[src/rtl/ptp_tmr_pkg.sv]
package ptp_tmr_pkg;
  localparam int REG_W  = 32;
  localparam int ADDR_W = 3;

  typedef enum logic [ADDR_W-1:0] {
    A_CTRL   = 3'd0,
    A_TIMER  = 3'd1,
    A_PERIOD = 3'd2,
    A_CORR   = 3'd3,
    A_INC    = 3'd4
  } reg_sel_e;

  localparam int CTL_RUN     = 0;
  localparam int CTL_PRST_LO = 4;
  localparam int CTL_PRST_HI = 5;
  localparam int CTL_EVT     = 7;
  localparam int CTL_CAP     = 11;
  localparam int INC_CORR_LSB = 8;
endpackage

[src/rtl/ptp_tmr_regs.sv]
module ptp_tmr_regs
  import ptp_tmr_pkg::*;
#(
  parameter int CNT_W  = 32,
  parameter int STEP_W = 7,
  parameter int CPER_W = 32
) (
  input  logic                clk_i,
  input  logic                rst_ni,
  input  logic                we_i,
  input  logic [ADDR_W-1:0]   addr_i,
  input  logic [REG_W-1:0]    wdata_i,
  input  logic [CNT_W-1:0]    live_i,
  output logic [REG_W-1:0]    rdata_o,
  output logic                run_o,
  output logic                prst_o,
  output logic                evt_o,
  output logic [CNT_W-1:0]    period_o,
  output logic [CPER_W-1:0]   corr_per_o,
  output logic [STEP_W-1:0]   inc_norm_o,
  output logic [STEP_W-1:0]   inc_corr_o,
  output logic                load_o,
  output logic [CNT_W-1:0]    load_val_o,
  output logic                corr_restart_o
);
  logic              run_q, evt_q;
  logic [1:0]        prst_q;
  logic [CNT_W-1:0]  period_q, cap_q;
  logic [CPER_W-1:0] corr_per_q;
  logic [STEP_W-1:0] inc_norm_q, inc_corr_q;
  logic wr_ctrl, wr_per, wr_corr, wr_inc, cap_req;

  assign wr_ctrl = we_i && (addr_i == A_CTRL);
  assign wr_per  = we_i && (addr_i == A_PERIOD);
  assign wr_corr = we_i && (addr_i == A_CORR);
  assign wr_inc  = we_i && (addr_i == A_INC);
  assign cap_req = wr_ctrl && wdata_i[CTL_CAP];

  always_ff @(posedge clk_i or negedge rst_ni) begin
    if (!rst_ni) begin
      run_q      <= 1'b0;
      evt_q      <= 1'b0;
      prst_q     <= '0;
      period_q   <= '0;
      cap_q      <= '0;
      corr_per_q <= '0;
      inc_norm_q <= '0;
      inc_corr_q <= '0;
    end else begin
      if (wr_ctrl) begin
        run_q  <= wdata_i[CTL_RUN];
        evt_q  <= wdata_i[CTL_EVT];
        prst_q <= wdata_i[CTL_PRST_HI:CTL_PRST_LO];
      end
      if (cap_req) cap_q <= live_i;
      if (wr_per)  period_q <= wdata_i[CNT_W-1:0];
      if (wr_corr) corr_per_q <= wdata_i[CPER_W-1:0];
      if (wr_inc) begin
        inc_norm_q <= wdata_i[STEP_W-1:0];
        inc_corr_q <= wdata_i[INC_CORR_LSB +: STEP_W];
      end
    end
  end

  always_comb begin
    rdata_o = '0;
    case (addr_i)
      A_CTRL: begin
        rdata_o[CTL_RUN] = run_q;
        rdata_o[CTL_EVT] = evt_q;
        rdata_o[CTL_PRST_HI:CTL_PRST_LO] = prst_q;
      end
      A_TIMER:  rdata_o[CNT_W-1:0]  = cap_q;
      A_PERIOD: rdata_o[CNT_W-1:0]  = period_q;
      A_CORR:   rdata_o[CPER_W-1:0] = corr_per_q;
      A_INC: begin
        rdata_o[STEP_W-1:0] = inc_norm_q;
        rdata_o[INC_CORR_LSB +: STEP_W] = inc_corr_q;
      end
      default: rdata_o = '0;
    endcase
  end

  assign run_o          = run_q;
  assign prst_o         = |prst_q;
  assign evt_o          = evt_q;
  assign period_o       = period_q;
  assign corr_per_o     = corr_per_q;
  assign inc_norm_o     = inc_norm_q;
  assign inc_corr_o     = inc_corr_q;
  assign load_o         = we_i && (addr_i == A_TIMER);
  assign load_val_o     = wdata_i[CNT_W-1:0];
  assign corr_restart_o = wr_corr;

  // capture holds between requests
  assert_cap_stable_R8: assert property (@(posedge clk_i) disable iff (!rst_ni)
    !cap_req |=> $stable(cap_q));
endmodule

[src/rtl/ptp_tmr_corr.sv]
module ptp_tmr_corr #(
  parameter int CPER_W = 32,
  parameter int STEP_W = 7
) (
  input  logic              clk_i,
  input  logic              rst_ni,
  input  logic              run_i,
  input  logic              restart_i,
  input  logic [CPER_W-1:0] per_i,
  input  logic [STEP_W-1:0] inc_norm_i,
  input  logic [STEP_W-1:0] inc_corr_i,
  output logic [STEP_W-1:0] step_o
);
  logic [CPER_W-1:0] ph_q;
  logic active, hit;

  assign active = (per_i != '0);
  assign hit    = active && (ph_q == per_i);

  always_ff @(posedge clk_i or negedge rst_ni) begin
    if (!rst_ni)        ph_q <= '0;
    else if (restart_i) ph_q <= '0;
    else if (run_i && active) ph_q <= hit ? '0 : ph_q + 1'b1;
  end

  assign step_o = hit ? inc_corr_i : inc_norm_i;

  // phase never passes the programmed interval
  assert_phase_in_range_R3: assert property (@(posedge clk_i) disable iff (!rst_ni)
    ph_q <= per_i);
endmodule

[src/rtl/ptp_tmr_count.sv]
module ptp_tmr_count #(
  parameter int CNT_W  = 32,
  parameter int STEP_W = 7
) (
  input  logic              clk_i,
  input  logic              rst_ni,
  input  logic              run_i,
  input  logic              prst_i,
  input  logic              evt_i,
  input  logic [CNT_W-1:0]  period_i,
  input  logic [STEP_W-1:0] step_i,
  input  logic              load_i,
  input  logic [CNT_W-1:0]  load_val_i,
  output logic [CNT_W-1:0]  cnt_o,
  output logic              wrap_pulse_o
);
  localparam int SUM_W = CNT_W + 1;

  logic [CNT_W-1:0] cnt_q, nxt;
  logic [SUM_W-1:0] sum, per_ext;
  logic             wrap_hit, pulse_q;

  assign per_ext  = {1'b0, period_i};
  assign sum      = {1'b0, cnt_q} + {{(SUM_W-STEP_W){1'b0}}, step_i};
  assign wrap_hit = prst_i && (period_i != '0) && (sum >= per_ext);

  always_comb begin
    if (wrap_hit) nxt = sum[CNT_W-1:0] - period_i;
    else          nxt = sum[CNT_W-1:0];
  end

  always_ff @(posedge clk_i or negedge rst_ni) begin
    if (!rst_ni) begin
      cnt_q   <= '0;
      pulse_q <= 1'b0;
    end else if (load_i) begin
      cnt_q   <= load_val_i;
      pulse_q <= 1'b0;
    end else if (run_i) begin
      cnt_q   <= nxt;
      pulse_q <= wrap_hit && evt_i;
    end else begin
      pulse_q <= 1'b0;
    end
  end

  assign cnt_o        = cnt_q;
  assign wrap_pulse_o = pulse_q;

  assert_hold_idle_R2: assert property (@(posedge clk_i) disable iff (!rst_ni)
    (!run_i && !load_i) |=> $stable(cnt_q));
  assert_load_wins_R9: assert property (@(posedge clk_i) disable iff (!rst_ni)
    load_i |=> cnt_q == $past(load_val_i));
  assert_stay_below_period_R5: assert property (@(posedge clk_i) disable iff (!rst_ni)
    (run_i && !load_i && prst_i && period_i != '0 && cnt_q < period_i &&
     {{(CNT_W-STEP_W){1'b0}}, step_i} < period_i) |=> cnt_q < $past(period_i));
  assert_no_pulse_masked_R7: assert property (@(posedge clk_i) disable iff (!rst_ni)
    !evt_i |=> !wrap_pulse_o);
endmodule

[src/rtl/ptp_ns_timer.sv]
module ptp_ns_timer
  import ptp_tmr_pkg::*;
#(
  parameter int CNT_W  = 32,
  parameter int STEP_W = 7,
  parameter int CPER_W = 32
) (
  input  logic              clk_i,
  input  logic              rst_ni,
  input  logic              reg_we_i,
  input  logic [2:0]        reg_addr_i,
  input  logic [31:0]       reg_wdata_i,
  output logic [31:0]       reg_rdata_o,
  output logic              wrap_pulse_o
);
  logic              run, prst, evt, load, restart;
  logic [CNT_W-1:0]  period, load_val, cnt;
  logic [CPER_W-1:0] corr_per;
  logic [STEP_W-1:0] inc_norm, inc_corr, step;

  ptp_tmr_regs #(.CNT_W(CNT_W), .STEP_W(STEP_W), .CPER_W(CPER_W)) u_regs (
    .clk_i, .rst_ni,
    .we_i(reg_we_i), .addr_i(reg_addr_i), .wdata_i(reg_wdata_i),
    .live_i(cnt), .rdata_o(reg_rdata_o),
    .run_o(run), .prst_o(prst), .evt_o(evt),
    .period_o(period), .corr_per_o(corr_per),
    .inc_norm_o(inc_norm), .inc_corr_o(inc_corr),
    .load_o(load), .load_val_o(load_val), .corr_restart_o(restart)
  );

  ptp_tmr_corr #(.CPER_W(CPER_W), .STEP_W(STEP_W)) u_corr (
    .clk_i, .rst_ni,
    .run_i(run), .restart_i(restart), .per_i(corr_per),
    .inc_norm_i(inc_norm), .inc_corr_i(inc_corr), .step_o(step)
  );

  ptp_tmr_count #(.CNT_W(CNT_W), .STEP_W(STEP_W)) u_count (
    .clk_i, .rst_ni,
    .run_i(run), .prst_i(prst), .evt_i(evt), .period_i(period),
    .step_i(step), .load_i(load), .load_val_i(load_val),
    .cnt_o(cnt), .wrap_pulse_o(wrap_pulse_o)
  );

  // zero interval always adds the normal step
  assert_plain_step_R4: assert property (@(posedge clk_i) disable iff (!rst_ni)
    (run && !load && !prst && corr_per == '0) |=>
      cnt == $past(cnt) + {{(CNT_W-STEP_W){1'b0}}, $past(inc_norm)});
endmodule

[config.mk]
export PLATFORM = sky130hd
export DESIGN_NAME = ptp_ns_timer
export DESIGN_NICKNAME = d
export VERILOG_FILES = /design/src/rtl/ptp_tmr_pkg.sv /design/src/rtl/ptp_tmr_regs.sv /design/src/rtl/ptp_tmr_corr.sv /design/src/rtl/ptp_tmr_count.sv /design/src/rtl/ptp_ns_timer.sv
export SDC_FILE = /design/constraint.sdc
export NUM_CORES = 1
export LEC_CHECK = 0
export ABC_AREA = 1
export BUFFER_PORTS_ARGS = -buffer_cell sky130_fd_sc_hd__clkbuf_2
export CORE_MARGIN = 2
export CORE_UTILIZATION = 65
export DETAILED_ROUTE_END_ITERATION = 10
export PLACE_DENSITY = 0.84
export SLEW_MARGIN = 20
export SYNTH_ARGS = -nofsm -noshare
export SYNTH_HDL_FRONTEND = slang
export SYNTH_SLANG_ARGS = --single-unit
export TNS_END_PERCENT = 20
[constraint.sdc]
create_clock -name clk_i -period 8.3 [get_ports clk_i]
set_input_delay 0.83 -clock clk_i [delete_from_list [all_inputs] [get_ports clk_i]]
set_output_delay 0.83 -clock clk_i [all_outputs]
set_load 0.01 [all_outputs]
# After elaboration in Yosys (flattened, before gate mapping)
# Index checks and enable logic that the tools add are counted.
[totals]
regBits = 179
inputBits = 38
output_inout_bits = 33
[op_classes]
add_sub_neg = 3
magnitude_cmp = 1
n_eq_ne = 5
mux = 16
reduce_logical = 17
[ops]
columns = ["op", "n"]
rows = [
  ["$mux 32", 6],
  ["$reduce_bool 32->1", 2],
  ["$pmux 17 s3", 1],
  ["$add 32x7->33", 1],
  ["$ge 33x32->1", 1],
  ["$add 32x1->32 const B", 1],
  ["$eq 32x32->1", 1],
  ["$sub 32x32->32", 1],
  ["$pmux 7 s4", 1],
  ["$pmux 3 s4", 1],
  ["$logic_and 1x1->1", 11],
  ["$pmux 2 s5", 1],
  ["$pmux 1 s4", 2],
  ["$mux 7", 1],
  ["$eq 3x2->1 const B", 2],
  ["$pmux 1 s5", 1],
  ["$reduce_bool 2->1", 2],
  ["$eq 3x1->1 const B", 1],
  ["$eq 3x3->1 const B", 1],
  ["$logic_not 3->1", 1],
  ["$mux 1", 2],
  ["$reduce_or 2->1", 1],
]

# Longest topological paths before layout
# Gate-level depths: netlist of run 1.
[depth]
ltp_word = 9
ltp_mapped = 36
mapped_depth_nobuf = 35

# Hierarchy
# From an unflattened synthesis of run 1, not the netlist that was laid out.
[hier_totals]
hier_cells = 2189
hier_area_um2 = 14097.3
[modules_own_cells]
columns = ["mod", "n_inst", "cells_per_inst", "area_per_inst_um2", "seq_area_each_um2"]
rows = [
  ["ptp_tmr_count", 1, 984, 5556.6, 825.8],
  ["ptp_tmr_regs", 1, 717, 5556.6, 2852.7],
  ["ptp_tmr_corr", 1, 488, 2984.1, 800.8],
]

# Worst setup path before layout of run 1
# No wires, ideal clock.
[synth_timing]
path_kind = "reg2reg"
start = "register u_corr.ph_q[22]"
end = "register u_count.cnt_q[20] (netlist: u_count.cnt_o[20])"
arrival_ns = 4.358
t_required_ns = 8.182
slack_ns = 3.825
path_stages_with_launch = 32
cell_sequence = "dfrtp_1 -> clkbuf_1 -> xor2_1 -> nor2_1 -> nand4_1 -> nor2_1 -> and2_1 -> nand2_2 -> clkbuf_1 -> o21ai_0 -> ha_1 -> nand2_1 -> o21a_1 -> nand2_1 -> nand2_1 -> nor2_1 -> nand2_1 -> xor2_1 -> inv_1 -> ha_1 -> nand2_1 -> nor2_1 -> nand2_1 -> nor2_1 -> nand3_1 -> nand4_1 -> nor2_4 -> nand3_4 -> buf_2 -> nand3_1 -> nand3_1 -> nand2_1"
[synth_between]
elab_chain_len = 9
elab_cells_between_ends = 10
[synth_rtl]
columns = ["item", "line", "source"]
rows = [
  ["start: declaration", "ptp_tmr_corr.sv:14", "logic [CPER_W-1:0] ph_q;"],
  ["start signal: assignment", "ptp_tmr_corr.sv:23", "else if (run_i && active) ph_q <= hit ? '0 : ph_q + 1'b1;"],
  ["$eq 32x32->1 (*)", "ptp_tmr_corr.sv:18", "assign hit = active && (ph_q == per_i);"],
  ["$logic_and 1x1->1 (*)", "ptp_tmr_corr.sv:18", ""],
  ["$mux 7 (*)", "ptp_tmr_corr.sv:26", "assign step_o = hit ? inc_corr_i : inc_norm_i;"],
  ["$add 32x7->33 (*)", "ptp_tmr_count.sv:24", "assign sum = {1'b0, cnt_q} + {{(SUM_W-STEP_W){1'b0}}, step_i};"],
  ["$ge 33x32->1", "ptp_tmr_count.sv:25", "assign wrap_hit = prst_i && (period_i != '0) && (sum >= per_ext);"],
  ["$logic_and 1x1->1", "ptp_tmr_count.sv:25", ""],
  ["$mux 32 (*)", "ptp_tmr_count.sv:28", "if (wrap_hit) nxt = sum[CNT_W-1:0] - period_i;"],
  ["$mux 32 (*)", "ptp_tmr_count.sv:39", "end else if (run_i) begin"],
  ["$mux 32 (*)", "ptp_tmr_count.sv:36", "end else if (load_i) begin"],
  ["end signal: assignment", "ptp_tmr_count.sv:37", "cnt_q <= load_val_i;"],
  ["end signal: assignment", "ptp_tmr_count.sv:40", "cnt_q <= nxt;"],
  ["end: declaration", "ptp_tmr_count.sv:19", "logic [CNT_W-1:0] cnt_q, nxt;"],
]
# Every way passes the cells marked *; elsewhere a longest branch is shown, timed or not. The select of a mux whose other input is x is not followed.
# A chain may end at the register's enable or synchronous reset.

# Worst setup path in the final report of run 1
[layout_timing]
start = "register u_regs.corr_per_q[23] (netlist: u_regs.corr_per_o[23])"
end = "register u_count.cnt_q[18] (netlist: u_count.cnt_o[18])"
[layout_between]
elab_chain_len = 9
elab_cells_between_ends = 11
[layout_rtl]
columns = ["item", "line", "source"]
rows = [
  ["start: declaration", "ptp_tmr_regs.sv:29", "logic [CPER_W-1:0] corr_per_q;"],
  ["start signal: assignment", "ptp_tmr_regs.sv:57", "if (wr_corr) corr_per_q <= wdata_i[CPER_W-1:0];"],
  ["$eq 32x32->1 or $reduce_bool 32->1 (tied branches)", "ptp_tmr_corr.sv:18, ptp_tmr_corr.sv:17", ""],
  ["$logic_and 1x1->1 (*)", "ptp_tmr_corr.sv:18", ""],
  ["$mux 7 (*)", "ptp_tmr_corr.sv:26", ""],
  ["$add 32x7->33 (*)", "ptp_tmr_count.sv:24", ""],
  ["$ge 33x32->1", "ptp_tmr_count.sv:25", ""],
  ["$logic_and 1x1->1", "ptp_tmr_count.sv:25", ""],
  ["$mux 32 (*)", "ptp_tmr_count.sv:28", ""],
  ["$mux 32 (*)", "ptp_tmr_count.sv:39", ""],
  ["$mux 32 (*)", "ptp_tmr_count.sv:36", ""],
]
# Marked as above.

==> results.txt, run 1 <==
The share of total power dissipated in sequential elements is 26.6%. The number of gates resized after CTS was 0. The worst setup path is launched from a flip-flop. In the post-synthesis netlist, the biggest area contributors are dfrtp_1 34%, nand2_1 16%, inv_1 10%. In the global route stage, overall resource usage came out at 40.5%.

Among all stages on the critical path, the largest delay is contributed by nor4_1. The global-route wire length before repair is 68100 um. The number of global-route vias before repair came to 12700. The share of the clock period used by the worst path came out at 76.5%. The CTS buffer count came out at 17. The flow ran to the end, and the final reports show no timing, DRC or antenna violations. The fraction of the yosys area taken by sequential cells came out at 33.7%. The type of the worst min-delay path is in -> async.

The core box area came out at 0.0202 mm^2. For the final routed database, the setup TNS stands at 0 ns. The clock power share came out at 16.8%.

The number of buffers inserted by port buffering is 70. The number of hold violations in the final report is 0. The net switching power is 2.57 mW. The clock-pin transition on the worst setup and hold timing paths is 0.09 ns. The number of buffers on the longest clock path is 2.

Along the worst path, the maximum fanout reaches 33. The clock latency on the worst-skew pair is 0.45 ns. The most area-hungry cell type in the Yosys netlist is dfrtp_1. The die boundary height came out at 147 um. The pin count of the biggest net entering global routing is 69. In this run the number of H-tree levels came out at 4. The routed layout has 13500 vias.

The number of antenna violations at the first check in global routing is 0. The first-pass iteration count of the detailed router is 7. The number of DRC markers in iteration 0 came out at 1562. The ratio of total power to cell area is 351 mW/mm^2.

The detailed placement HPWL is 33400 um. The area of the mapped netlist is 0.0133 mm^2. The total count of max-transition violations in the final report came out at 0. The number of synthesized flops with an enable pin is 0. Summing internal, switching and leakage power gives 5.07 mW. The number of distinct library cells after synthesis came out at 51.

The number of nets in the final layout is 2083. The proportion of synthesized flip-flops having asynchronous set or reset came out at 100%. After detailed routing, the number of remaining DRC violations is 0.

The number of placement rows came out at 52. TritonCTS built the clock tree. The effective utilization at floorplan came out at 66.0%. The synthesized design contains 179 register bits. The most used flip-flop cell after synthesis is dfrtp_1. The I/O pin total came out at 71. Leaving out fill and tap cells, the most frequent cells in the layout are 556 x nand2_1, 353 x inv_1, 179 x dfrtp_1, 152 x o21ai_0, 125 x nand3_1. STA classifies the critical path endpoint as a flip-flop. The layout cell share with drive strength beyond 1 is 9.23%.

The synthesis-to-layout area growth is 8.38%. Measured against its own limit, the worst slew margin works out to 29.8%. The total of hold buffers inserted after clock tree synthesis came out at 0. Once detail routing completed, the nets flagged for antenna violations numbered 0. Counting every sink on the clock net gives 179. The logic gate share of total power came out at 56.7%.

The number of nets in the synthesized netlist is 2044. The number of inserted diodes is 0. The top cell type by area accounts for 33.7% of the synthesized area. The average footprint of a synthesized cell is 6.78 um^2. The worst vdd rail ir drop is 0.505 mV.

The clock tree skew after final layout is 0.0221 ns. The reported leakage power is 7.57 nW. The data arrival time of the worst path came out at 6.72 ns. For the pin with the worst max-slew slack, the measured transition is 1.05 ns. The die covers 0.0216 mm^2.

The post-layout minimum cycle time is 6.35 ns. The switching portion of total power came out at 50.8%. The number of endpoints failing setup at the final stage came out at 0. The congestion estimate from routability-driven global placement came to 1.05.

The aggregate global routing overflow is 0. The worst-case register-to-register setup slack came out at 1.95 ns. Among the stages of the critical path, the cell type that occurs most often is nand2_1.

The kind of critical path is reg -> reg. In this run the clock root is driven by a clkbuf_16. The via density per instance is 5.89. The count of synthesis-stage warnings from yosys is 0. The top achievable clock speed came out at 158 MHz. The chip width came out at 147 um. The post-CTS setup-driven buffer insertion count is 0. The library cell used most frequently in the layout, excluding fill and tap cells, is nand2_1. Synthesis produced a netlist whose cell count is 1964. The internal power of the cells came out at 2.49 mW.

The peak per-stage delay on the critical path is 0.85 ns. The sum of routed wire length over all layers came out at 43600 um. The required time reported for the critical path endpoint is 8.67 ns. The number of maximum-capacitance violations came out at 0. Dividing the detail-routed wire length by the instance count gives 19.1 um. Setup repair after global routing left no endpoint under its margin.
## power groups by stage
stage               clock network (mW)  registers [mW]  logic [mW]
floorplan                            0            1.26        2.17
global placement                     0            1.33        2.72
detailed placement                   0            1.34        2.78
CTS                              0.845            1.33        2.81
global route                     0.882            1.37        3.20
finish                           0.850            1.35        2.87
## sequential cells by signal, indices dropped and copies added (netlist names)
name	flops
u_regs.inc_corr_o	7
u_regs.period_o	32
u_regs.run_o	1
u_count.cnt_o	32
u_regs.prst_q	2
u_count.wrap_pulse_o	1
u_corr.ph_q	32
u_regs.cap_q	32
u_regs.corr_per_o	32
u_regs.inc_norm_o	7
u_regs.evt_o	1
## worst paths after layout
path | from | endpoint | cells after the start
min | rst_ni | u_corr.ph_q[5] | 1
max | u_regs.corr_per_o[23] | u_count.cnt_o[18] | 27
min reg2reg | u_regs.period_o[5] | u_regs.period_o[5] | 2
max in group asynchronous | rst_ni | u_count.cnt_o[17] | 3
max reg2reg | u_regs.corr_per_o[23] | u_count.cnt_o[18] | 27
min in group clk_i | u_regs.period_o[5] | u_regs.period_o[5] | 2
## area by class of cell
cell class                      instances  area (um^2)
Timing Repair Buffer                   83          454
Fill cell                            1714         5750
Multi-Input combinational cell       1355         7160
Sequential cell                       179         4480
Inverter                              367         1380
Tap cell                              270          338
Clock buffer                           18          429
Clock inverter                         14          183
## synthesized netlist by cell type (3+ instances only)
library cell  number
nand3b_1           4
nand4_1           53
nor2_1           112
xor2_1            69
o21ai_0          152
nand3_2           12
inv_2             12
buf_1              4
nor4_1            23
a21oi_1           32
o21ai_1           11
o2111ai_1          4
nor3_1            30
o22ai_1           22
inv_1            353
ha_1              40
nand2_1          556
clkbuf_1          39
o21bai_1           4
mux2_2             3
nor2_2             6
nand3_1          125
xnor2_1           16
nand2_4           10
o221ai_1          19
a221o_1            8
buf_2             15
dfrtp_1          179
nand2_2           14
o21a_1             5
## cells by family after synthesis
group	synth area share, %
AOI/OAI and AO/OA	11.7
xor gates and xnor gates	5.59
adders and majority gates	4.06
buffers and inverters	12.6
DFF	33.7
muxes	0.254
and+or+nand+nor	32.1
## layer usage
layer  track usage, %  vias up  wire length (um)
li1                 -     6356                 -
met3             7.83      126              4180
met4             17.8        0              2040
met1             54.4     6222             17300
met2             64.3      760             20000
met5                0        -                 0
## through the flow
step	utilization (%)	instances	area, um^2	hold slack, ns	setup slack, ns
2_1_floorplan	-	1964	13300	0.453	3.82
3_3_place_gp	68.5	2254	13800	0.465	2.39
3_5_place_dp	68.5	2254	13800	0.473	2.15
4_1_cts	71.5	2286	14400	0.337	2.11
5_1_grt	71.5	2286	14400	0.344	1.61
6_report	71.5	2286	14400	0.302	1.95
## critical path: cells and delay by family (launching register included)
family                     cells  cell delay [ns]
and+or+nand+nor               20             4.22
adders and majority gates      2             0.76
DFF                            1             0.43
AOI/OAI and AO/OA              2             0.37
xor gates and xnor gates       1             0.29
buffers and inverters          2             0.17
Note: power is estimated with default switching activity, not from simulation.
==> run 2: changes to the inputs <==
CORE_UTILIZATION = 63   (was 65)
PLACE_DENSITY = 0.82   (was 0.84)
clock period = 6.12 ns   (was 8.3 ns; I/O delays follow)
==> results.txt, run 2 (same netlist as run 1, synthesis figures left out) <==
The global-route wire length before repair came out at 67700 um (-0.65%). The area of the die came out at 0.0223 mm^2 (+3.1%). The number of antenna violations at the first check in global routing was 0 (unchanged). The number of filler cells placed in the layout came to 1899 (+11%). The final weighted congestion in routability-driven placement came to 1.04 (-0.85%). The highest fanout seen on the critical path is 33 (unchanged). The root buffer cell is clkbuf_16. STA classifies the critical path startpoint as a flip-flop.

The worst reg2reg path depth is 28 (+3.7%). The first-pass iteration count of the detailed router is 6 (-1). The endpoint identified for the worst register-to-register timing path is u_count.cnt_o[1].

The pin count of the biggest net entering global routing came out at 82 (+19%). The CTS buffer count came out at 17 (unchanged). The kind of critical path is reg -> reg.

The number of buffers on the longest clock path came out at 2 (unchanged). The required time reported for the critical path endpoint is 6.50 ns (-2.17 ns). The via density per instance was 5.86 (-0.59%). The via count of the routed design came out at 13500 (-0.022%). The peak per-stage delay on the critical path was 0.44 ns (-0.41 ns).

The number of nets in the final layout came to 2091 (+0.38%). The chip width is 149 um (+1.5%). The total of hold buffers inserted after clock tree synthesis is 0 (unchanged). The post-route total power came out at 6.88 mW (+36%). The overall track demand over capacity in global routing came to 39.6% (-0.96 points).

The cell with the biggest individual delay on the critical path is nor4_1. The reported leakage power came out at 7.60 nW (+0.43%). The I/O pin total was 71 (unchanged). The number of inserted diodes is 0 (unchanged). The number of global-route vias before repair came out at 12500 (-1.6%). The number of buffers inserted by port buffering came to 70 (unchanged). The clock tree skew after final layout is 0.0243 ns (+0.00221 ns). The origin of the critical flop-to-flop path is u_regs.corr_per_o[4]. The footprint of the multi-input gates is 0.00720 mm^2 (+0.56%). The library cells used most frequently in the layout, excluding fill and tap cells, are 556 x nand2_1, 353 x inv_1, 179 x dfrtp_1, 152 x o21ai_0, 124 x nand3_1.

The clock latency on the worst-skew pair came out at 0.45 ns (about the same). The number of endpoints failing setup at the final stage is 0 (unchanged). The aggregate global routing overflow came out at 0 (unchanged). The number of levels in the clock H-tree came out at 4 (unchanged). The sum of routed wire length over all layers is 43400 um (-0.47%). The worst-case register-to-register setup slack is 0.37 ns (-1.58 ns). The synthesis-to-layout area growth is 8.91%. The share of the clock period used by the worst path was 94.0% (+17 points). The number of maximum-capacitance violations came out at 0 (unchanged).

The number of remaining DRC errors was 0 (unchanged). The data arrival time of the worst path came out at 6.13 ns (-0.59 ns). The effective utilization at floorplan was 63.7% (-2.3 points). The final standard cell count with taps included and fillers excluded came out at 2299 (+0.57%). The cell that appears most often on the critical path is nand2_1. The number of routed nets with antenna violations is 0 (unchanged).

The total count of max-transition violations in the final report came out at 0 (unchanged). The top achievable clock speed came to 174 MHz (+10%). The clock-pin transition on the worst setup and hold timing paths is 0.09 ns (about the same). The most common library cell in the layout ignoring fill and taps is nand2_1. The transition time of the tightest slew-check pin came out at 0.973 ns (-0.0779 ns).

The layout cell share with drive strength beyond 1 is 9.83% (+0.61 points). The total negative slack is 0 ns (unchanged). The number of hold violations in the final report came to 0 (unchanged).

The number of sinks handled by clock tree synthesis is 179 (unchanged). The number of placement rows came out at 53 (+1.9%). The number of DRC markers in iteration 0 is 1349 (-14%). The core box area is 0.0209 mm^2 (+3.6%). The ratio of total power to cell area came out at 475 mW/mm^2 (+35%).

The path class of the tightest hold or removal check is in -> async. The smallest setup slack after layout is 0.369 ns (-1.58 ns). The average wire per standard cell is 18.9 um (-1.0%).

TritonCTS built the clock tree. The pre-CTS worst setup slack came out at 0.258 ns (-1.89 ns). The detailed placement HPWL came out at 33400 um (+0.22%). The relative max-transition margin came out at 34.9% (+5.2 points). The worst vdd rail ir drop came to 0.461 mV (-8.7%). The die boundary height came out at 149 um (+1.5%). The number of cells after detailed placement came out at 2261 (+0.31%). The flow ran to the end, and the final reports show no timing, DRC or antenna violations. The sequential cell area came to 0.00448 mm^2 (unchanged). The post-layout minimum cycle time is 5.75 ns (-0.598 ns). The type of destination of the critical path is a flip-flop.
[run 2: cell types whose count changed in the layout (fill, tap and decap cells not counted), moves of 2 or more]
cell and change:
nand3_2 +3, buf_4 +6, nor4_2 +2, nor4_1 -2, inv_8 -2, clkinvlp_4 +2
[run 2: metal layers]
layer | up-vias | global-route usage, % | share of wire (%)
met2 | 634 | 61.4 | 45
met4 | 0 | 17.1 | 4.5
met1 | 6339 | 54.8 | 42
met3 | 123 | 6.67 | 8.6
li1 | 6365 | - | -
met5 | - | 0 | 0
[run 2: power by group]
group          total (mW)  internal, mW  switching [mW]
Sequential           1.83          1.49           0.339
Clock                1.11         0.548           0.563
Combinational        3.94          1.34            2.60
[run 2: worst max-delay path: cells and delay by family, from the launching register on]
kind / cells / cell delay [ns]
compound gates: 1 / 0.16
xor+xnor: 1 / 0.27
fa+ha+maj: 2 / 0.74
buf+inv: 2 / 0.16
flops: 1 / 0.43
simple gates: 22 / 3.89
[run 2: worst max-delay path by stage]
| stage | slack, ns | endpoint | from | cells past startpoint |
|---|---|---|---|---|
| after floorplan | 1.64 | u_count.cnt_o[20] | u_corr.ph_q[22] | 31 |
| after global placement | 0.40 | u_count.cnt_o[27] | u_regs.corr_per_o[23] | 27 |
| after detailed placement | 0.26 | u_count.cnt_o[1] | u_regs.corr_per_o[23] | 27 |
| after CTS | 0.21 | u_count.cnt_o[1] | u_regs.corr_per_o[23] | 27 |
| after global routing | -0.01 | u_count.cnt_o[14] | u_corr.ph_q[21] | 29 |
| final | 0.37 | u_count.cnt_o[1] | u_regs.corr_per_o[4] | 28 |
[run 2: final cells by class]
type	count	share of cell area (%)
Multi-Input combinational cell	1357	49.7
Sequential cell	179	30.9
Inverter	367	9.51
Timing Repair Buffer	89	3.44
Clock buffer	17	2.94
Tap cell	275	2.37
Clock inverter	15	1.15
[run 2: stage by stage]
stage | utilization, % | hold slack (ns) | area [um^2]
after floorplan | - | 0.316 | 13300
after global placement | 66.2 | 0.465 | 13800
after detailed placement | 66.2 | 0.473 | 13800
after CTS | 69.0 | 0.257 | 14400
after global routing | 69.4 | 0.280 | 14500
final | 69.4 | 0.216 | 14500
[run 2: timing repair]
| action | 4_1_cts | 5_1_grt |
|---|---|---|
| gates resized for setup | 0 | 4 |
| buffers inserted | 0 | 4 |
| setup endpoints to repair | 0 | 33 |
